### src/rtl/dac_out_stage_pkg.sv
// Package: shared address map and control-word layout for the output stage.
// Assumes at most eight groups, so select addresses 0..7 never collide.
package dac_out_stage_pkg;

    localparam int ADDR_W = 4;
    localparam int CTRL_W = 3;

    // Fixed addresses; group select registers occupy 0..NUM_GROUPS-1.
    typedef enum logic [ADDR_W-1:0] {
        ADR_CTRL    = 4'd8,
        ADR_OFS_LO  = 4'd9,
        ADR_OFS_HI  = 4'd10,
        ADR_SEL_ALL = 4'd11
    } reg_addr_e;

    // Control word; bit 2 global A/B, bit 1 thermal enable, bit 0 power-down.
    typedef struct packed {
        logic ab_global;
        logic therm_en;
        logic soft_pd;
    } ctrl_t;

endpackage

### src/rtl/dac_cfg_regs.sv
// Module: configuration register file (per-group select, control, offsets).
// Assumes NUM_GROUPS <= 8, GROUP_SIZE and OFS_W no wider than DATA_W.
module dac_cfg_regs
    import dac_out_stage_pkg::*;
#(
    parameter int NUM_GROUPS = 5,
    parameter int GROUP_SIZE = 8,
    parameter int DATA_W     = 16,
    parameter int OFS_W      = 14,
    parameter logic [OFS_W-1:0] OFS_RST = 14'h1555,
    localparam int NUM_CH    = NUM_GROUPS * GROUP_SIZE
) (
    input  logic              clk,
    input  logic              rst_n,
    input  logic              wr_en,
    input  logic [ADDR_W-1:0] wr_addr,
    input  logic [DATA_W-1:0] wr_data,
    output logic [NUM_CH-1:0] sel_bits,
    output ctrl_t             ctrl,
    output logic [OFS_W-1:0]  ofs_lo,
    output logic [OFS_W-1:0]  ofs_hi
);

    logic set_all;
    logic unused_data;

    assign set_all     = wr_en && (wr_addr == ADR_SEL_ALL);
    assign unused_data = ^wr_data[DATA_W-1:OFS_W];

    // One select register per group, written directly or by the global command.
    for (genvar g = 0; g < NUM_GROUPS; g++) begin : g_sel
        localparam logic [ADDR_W-1:0] MY_ADDR = ADDR_W'(g);
        logic hit;
        assign hit = wr_en && (wr_addr == MY_ADDR);

        // Purpose: hold the A/B source bits of group g.
        always_ff @(posedge clk) begin
            if (!rst_n) begin
                sel_bits[g*GROUP_SIZE +: GROUP_SIZE] <= '0;
            end else if (set_all) begin
                sel_bits[g*GROUP_SIZE +: GROUP_SIZE] <= {GROUP_SIZE{wr_data[0]}};
            end else if (hit) begin
                sel_bits[g*GROUP_SIZE +: GROUP_SIZE] <= wr_data[GROUP_SIZE-1:0];
            end
        end
    end

    // Purpose: hold the control word.
    always_ff @(posedge clk) begin
        if (!rst_n) begin
            ctrl <= '0;
        end else if (wr_en && (wr_addr == ADR_CTRL)) begin
            ctrl <= ctrl_t'(wr_data[CTRL_W-1:0]);
        end
    end

    // Purpose: hold both offset DAC codes.
    always_ff @(posedge clk) begin
        if (!rst_n) begin
            ofs_lo <= OFS_RST;
            ofs_hi <= OFS_RST;
        end else if (wr_en) begin
            if (wr_addr == ADR_OFS_LO) begin
                ofs_lo <= wr_data[OFS_W-1:0];
            end
            if (wr_addr == ADR_OFS_HI) begin
                ofs_hi <= wr_data[OFS_W-1:0];
            end
        end
    end

endmodule

### src/rtl/dac_chan_bank.sv
// Module: one group of DAC registers with its A/B source multiplexers.
// Assumes the select bits and codes are stable at the clock edge.
module dac_chan_bank #(
    parameter int GROUP_SIZE = 8,
    parameter int CODE_W     = 16,
    localparam int BUS_W     = GROUP_SIZE * CODE_W
) (
    input  logic                  clk,
    input  logic                  rst_n,
    input  logic                  load_n,
    input  logic [GROUP_SIZE-1:0] sel,
    input  logic [BUS_W-1:0]      code_a,
    input  logic [BUS_W-1:0]      code_b,
    output logic [BUS_W-1:0]      dac_q
);

    for (genvar i = 0; i < GROUP_SIZE; i++) begin : g_ch
        logic [CODE_W-1:0] pick;
        assign pick = sel[i] ? code_b[i*CODE_W +: CODE_W]
                             : code_a[i*CODE_W +: CODE_W];

        // Purpose: DAC register of channel i, follows its source while load is low.
        always_ff @(posedge clk) begin
            if (!rst_n) begin
                dac_q[i*CODE_W +: CODE_W] <= '0;
            end else if (!load_n) begin
                dac_q[i*CODE_W +: CODE_W] <= pick;
            end
        end
    end

endmodule

### src/rtl/dac_out_gate.sv
// Module: registers the clear input into an output enable and gates the bus.
// Assumes clear_n is already synchronous to clk.
module dac_out_gate #(
    parameter int BUS_W = 640
) (
    input  logic             clk,
    input  logic             rst_n,
    input  logic             clear_n,
    input  logic [BUS_W-1:0] dac_bits,
    output logic             out_en,
    output logic [BUS_W-1:0] chan_out
);

    // Purpose: sample the clear input into the enable flop.
    always_ff @(posedge clk) begin
        if (!rst_n) begin
            out_en <= 1'b0;
        end else begin
            out_en <= clear_n;
        end
    end

    // Purpose: force the outputs to zero while disabled.
    always_comb begin
        chan_out = out_en ? dac_bits : '0;
    end

endmodule

### src/rtl/dac_out_stage.sv
// Module: top of the final output stage; per-channel A/B selection, level
// load into DAC registers, control and offset registers, clear gating.
// Assumes all inputs synchronous to clk; reset is synchronous, active low.
module dac_out_stage
    import dac_out_stage_pkg::*;
#(
    parameter int NUM_GROUPS = 5,
    parameter int GROUP_SIZE = 8,
    parameter int CODE_W     = 16,
    parameter int DATA_W     = 16,
    parameter int OFS_W      = 14,
    localparam int NUM_CH    = NUM_GROUPS * GROUP_SIZE,
    localparam int BUS_W     = NUM_CH * CODE_W,
    localparam int GBUS_W    = GROUP_SIZE * CODE_W
) (
    input  logic              clk,
    input  logic              rst_n,
    input  logic              wr_en,
    input  logic [ADDR_W-1:0] wr_addr,
    input  logic [DATA_W-1:0] wr_data,
    input  logic [BUS_W-1:0]  code_a,
    input  logic [BUS_W-1:0]  code_b,
    input  logic              load_n,
    input  logic              clear_n,
    output logic [BUS_W-1:0]  chan_out,
    output logic              out_en,
    output logic [CTRL_W-1:0] ctrl_q,
    output logic [OFS_W-1:0]  ofs_lo_q,
    output logic [OFS_W-1:0]  ofs_hi_q
);

    logic [NUM_CH-1:0] sel_bits;
    logic [BUS_W-1:0]  dac_bits;
    ctrl_t             ctrl;

    assign ctrl_q = ctrl;

    dac_cfg_regs #(
        .NUM_GROUPS (NUM_GROUPS),
        .GROUP_SIZE (GROUP_SIZE),
        .DATA_W     (DATA_W),
        .OFS_W      (OFS_W)
    ) u_cfg (
        .clk      (clk),
        .rst_n    (rst_n),
        .wr_en    (wr_en),
        .wr_addr  (wr_addr),
        .wr_data  (wr_data),
        .sel_bits (sel_bits),
        .ctrl     (ctrl),
        .ofs_lo   (ofs_lo_q),
        .ofs_hi   (ofs_hi_q)
    );

    for (genvar g = 0; g < NUM_GROUPS; g++) begin : g_bank
        dac_chan_bank #(
            .GROUP_SIZE (GROUP_SIZE),
            .CODE_W     (CODE_W)
        ) u_bank (
            .clk    (clk),
            .rst_n  (rst_n),
            .load_n (load_n),
            .sel    (sel_bits[g*GROUP_SIZE +: GROUP_SIZE]),
            .code_a (code_a[g*GBUS_W +: GBUS_W]),
            .code_b (code_b[g*GBUS_W +: GBUS_W]),
            .dac_q  (dac_bits[g*GBUS_W +: GBUS_W])
        );
    end

    dac_out_gate #(
        .BUS_W (BUS_W)
    ) u_gate (
        .clk      (clk),
        .rst_n    (rst_n),
        .clear_n  (clear_n),
        .dac_bits (dac_bits),
        .out_en   (out_en),
        .chan_out (chan_out)
    );

endmodule

### config.mk
export PLATFORM = sky130hd
export DESIGN_NAME = dac_out_stage
export DESIGN_NICKNAME = d
export VERILOG_FILES = /design/src/rtl/dac_out_stage_pkg.sv /design/src/rtl/dac_cfg_regs.sv /design/src/rtl/dac_chan_bank.sv /design/src/rtl/dac_out_gate.sv /design/src/rtl/dac_out_stage.sv
export SDC_FILE = /design/constraint.sdc
export NUM_CORES = 2
export LEC_CHECK = 0
export BUFFER_PORTS_ARGS = -buffer_cell sky130_fd_sc_hd__buf_2
export CAP_MARGIN = 0
export CORE_AREA = 2 2 766 768
export CTS_BUF_LIST = sky130_fd_sc_hd__clkbuf_8
export CTS_CLUSTER_DIAMETER = 150
export DETAILED_ROUTE_END_ITERATION = 10
export DIE_AREA = 0 0 768 770
export PLACE_DENSITY_LB_ADDON = 0.05
export SLEW_MARGIN = 0
export SYNTH_ARGS = -nofsm -noshare
export SYNTH_HDL_FRONTEND = slang
export SYNTH_SLANG_ARGS = --single-unit
### constraint.sdc
create_clock -name clk -period 1.8 [get_ports clk]
set_input_delay 0.27 -clock clk [delete_from_list [all_inputs] [get_ports clk]]
set_output_delay 0.27 -clock clk [all_outputs]
set_load 0.005 [all_outputs]
# == Word level (Yosys, flattened, before mapping) ==
# Index checks and enable logic that the tools add are counted.
# W data, S select, Z words.
# totals
output_inout_bits,672
regBits,712
inputBits,1305
# op_classes
eq_ne,8
muxes,51
n_reduce_logical,15
# op_table
op,count
$mux W16,40
$mux W640,1
$mux W8,10
$eq A4 B4 Y1 const B,4
$reduce_bool A2 Y1,5
$eq A4 B2 Y1 const B,2
$logic_and A1 B1 Y1,7
$eq A4 B1 Y1 const B,1
$eq A4 B3 Y1 const B,1
$logic_not A4 Y1,1
$reduce_and A2 Y1,2

# == Logic depth before layout (Yosys ltp) ==
# logic_depth
ltp_word,4
depth_mapped,6
ltp_nobuf,3

# == Modules after synthesis ==
# From an unflattened synthesis, not the netlist that was laid out.
# hier_totals
cells_unflattened,3864
area_unflattened_um2,42062.8
# by_module_without_submodules
module,instances,seq_area_each_um2,cells_per_inst,area_per_inst_um2
dac_chan_bank,5,2562.5,570,6909.1
dac_out_gate,1,20.0,713,4804.6
dac_cfg_regs,1,1421.4,301,2712.6

# == Least setup slack after synthesis ==
# Ideal clock, no wire load.
# synth_path
path_type,register to output
start,reg u_gate.out_en
end,out chan_out[0]
setup_slack_ns,0.408
arrival_ns,1.122
stages_incl_launch_ff,5
required_ns,1.530
path_buffers,3
path_cell_list,dfxtp_1 -> buf_2 -> clkbuf_1 -> clkbuf_1 -> and2_1
# synth_via
elab_chain_len,1
# synth_lines
item,line_no,rtl
from (decl),dac_out_gate.sv:10,"output logic out_en,"
from (signal assigned),dac_out_gate.sv:19,out_en <= clear_n;
$mux W640,dac_out_gate.sv:25,chan_out = out_en ? dac_bits : '0;
to (decl),dac_out_stage.sv:25,"output logic [BUS_W-1:0] chan_out,"
# Every way passes these cells.

# == Worst setup path in the final report ==
# layout_path
start,in wr_addr[1]
end,reg u_cfg.ofs_lo[8]
# layout_via
elab_chain_len,2
# layout_lines
item,line_no,rtl
from (decl),dac_out_stage.sv:19,"input logic [ADDR_W-1:0] wr_addr,"
$eq A4 B4 Y1,dac_cfg_regs.sv:63,if (wr_addr == ADR_OFS_LO) begin
$reduce_and A2 Y1 (no source line),n/a,
to (signal assigned),dac_cfg_regs.sv:64,ofs_lo <= wr_data[OFS_W-1:0];
to (decl),dac_cfg_regs.sv:20,"output logic [OFS_W-1:0] ofs_lo,"
# Every way passes these cells.
# A chain may end at the register's enable or synchronous reset.

==> metrics <==
Adder-Cell Fraction of Synth Area=0%; fmax=0.355 GHz; initial antenna violation count=384; First-pass DRT Iterations=5; Netlist Area Pre-Place=37,200 um^2; clk root buf=clkbuf_8; Layout Cells excl Fill=15,605; Hold Crit Class=in2reg; RSZ-0062 raised after global routing=true; die area=591,000 um^2; setup ws final=-1.02 ns; clock share of power=42.9%; CTS tree=done; Mean Syn Cell Area=9.81 um^2; Hold Fails Final Rpt=0; Starting Density=6.37%; top post-synthesis cells by area=dfxtp_1 38%, mux2_2 19%, mux2i_1 18%, and2_1 11%, nor2_1 6.6%; Syn Inst Count=3,788; layout cells sized above 1=41.4%; gr usage total=13.5%; vias in the first global route=46,653; largest net degree at the start of global routing=65; Num CTS Buffers=189; CP Capture Type=flop; Port Buf Inserts=1,974; GR Overflow Total=0; clock sinks=712; top post-synthesis cells by count=712 x dfxtp_1, 651 x nor2_1, 650 x mux2i_1, 641 x and2_1, 640 x mux2_2; Post-route DRC=0; height of the die=770 um; area taken by multi-input logic gates=21,500 um^2; XOR/XNOR share of the synthesized area=0.0471%; Max clock buf depth=4; pre-CTS WS=-0.0434 ns; Sw Ratio=32.7%; dpl cell area=58,000 um^2; Mapped Nets=5,093; post-detail-place hpwl=350,000 um; Worst Path Arrival=3.73 ns; Crit Path Max Fanout=14; Worst Path Class, Setup=in2reg; Worst slew margin=36.5%; fillers=66,879; Yosys warnings=0; Synth Register Bits=712; max cap viols=0; multiplexer area fraction after synthesis=36.9%; largest family of logic cells by synthesized area=multiplexers; most frequent cell after synthesis=dfxtp_1; Placed Cells=13,410; Internal Power=34.9 mW; Power Density=648 nW/um^2; Synth Flop Type=dfxtp_1; Comb power frac=23.7%; setup violators final=683; Site Rows=281; Final Core Density=13.7%; CP required=2.72 ns; gpl congestion=1.02; Reg power frac=33.4%; run status=finished, violations left; post-synthesis simple-gate area fraction=18.6%; failing checks=negative setup slack; H-tree levels=4; asr flop ratio synth=0%; startpoint types=primary input; EDFF count, synth=0; Final Max Slew Viols=0; worst clock skew=0.0951 ns; Area growth syn-to-layout=115%; worst slew pin tran=0.949 ns; core area=584,000 um^2; Initial DRC Count=1,476; Compound-Gate Fraction of Synth Area=2.06%; drt wl/cell=26.7 um; via count=44,207; Final min period=2.82 ns; register area=14,300 um^2; Clock transition at path regs=0.06 ns; Yosys top cell by area=dfxtp_1; share of the synthesized area in the top cell type=38.4%; clock latency on the worst-skew pair=1.05 ns; final WL=416,000 um; total power=51.8 mW; remaining antenna violation count=0; sw power=17.0 mW; LEAKAGE=34.9 nW; fin crit share=156%; # IOs=1,977; die extent in x=768 um; final std cell area, no fill=80,000 um^2; fin nets=8,832; Synth cell types=43; first-pass GRT wire length=518,000 um; sequential area share after synthesis=38.4%; vias per cell=2.83; maximum vdd drop=0.475 mV
[timing repair]
item                                    4_1_cts  5_1_grt
hold buffers                               1680        0
setup buffers                                13        7
pin swaps                                     5        5
gates cloned                                  6        2
endpoints found under the setup margin      672      696
endpoints found under the hold margin       712        0
resized for setup                            96       91
[registers in the layout, indices dropped and copies added, names as in the netlist]
name,flops
g_bank.u_bank.dac_q,640
u_cfg.ctrl,3
u_cfg.ofs_hi,14
u_cfg.ofs_lo,14
u_cfg.sel_bits,40
u_gate.out_en,1
[metrics by stage]
| stage | TNS [ns] | hold slack [ns] |
|---|---|---|
| global placement | -0.392 | 0.467 |
| CTS | -725.22 | 0.000196 |
| detailed placement | -0.186 | 0.472 |
| floorplan | 0 | 0.397 |
| finish | -500.73 | 0.197 |
| global route | -689.66 | 0.0475 |
[final timing paths]
check                                         from                     endpoint  slack (ns)  cells past startpoint
worst min-delay path                   code_a[108]  g_bank[0].u_bank.dac_q[108]        0.20                      5
worst min register to register     u_cfg.ofs_lo[9]              u_cfg.ofs_lo[9]        0.48                      2
worst max-delay path                    wr_addr[1]              u_cfg.ofs_lo[8]       -1.02                      9
worst max register to register  u_cfg.sel_bits[36]   g_bank[4].u_bank.dac_q[74]        0.01                      5
[power groups by stage]
stage	registers [mW]	clock network, mW	logic (mW)
after floorplan	17.4	0	3.68
final	17.3	22.2	12.3
after global placement	17.7	0	8.89
after detailed placement	17.7	0	8.88
after global routing	17.4	24.6	13.2
after CTS	17.3	24.4	12.7
[kinds of logic (layout without fill, tap and decap cells)]
group | after synthesis | in the layout
AO/OA/AOI/OAI | 100 | 100
AND/OR/NAND/NOR | 1361 | 1361
flip-flops | 712 | 712
XOR/XNOR | 2 | 2
buffers and inverters | 323 | 4192
multiplexers | 1290 | 1290
other | 0 | 166
[layout make-up]
class                   instances  area share (%)
repair buffers               3869            37.9
multi-input cells            2753            26.9
flip-flops and latches        712            17.8
well taps                    7782            12.2
clock buffers                 235            4.04
clock inverters                86           0.529
diodes                        166           0.519
inverters                       2          0.0188
[cell usage in the layout, fill, tap and decap left out, types with 100 or more instances in the layout]
cell	instances
clkbuf_8	235
buf_4	118
nor2_1	651
and2_1	610
diode_2	166
dlygate4sd3_1	1680
dfxtp_1	701
buf_2	1888
mux2_2	640
mux2i_1	650
buf_12	100
[worst max-delay path, cell delays in order]
cell,delay (ns)
buf_4,0.24
dlygate4sd3_1,1.15
buf_4,0.31
and2b_1,0.22
buf_12,0.16
nand3_1,0.08
dlygate4sd3_1,0.55
nand3_1,0.08
dlygate4sd3_1,0.60
[layer usage]
metal  vias up  share of wire (%)  global-route usage, %  wire (um)
met1     20741                 42                   16.3     176000
li1      20519                  -                      -          -
met5         -               0.32                      0       1340
met4       214                3.7                   4.01      15200
met2      1965                 44                   21.7     185000
met3       768                9.3                   5.64      38800
No activity file was read; power rests on OpenSTA's default activity.
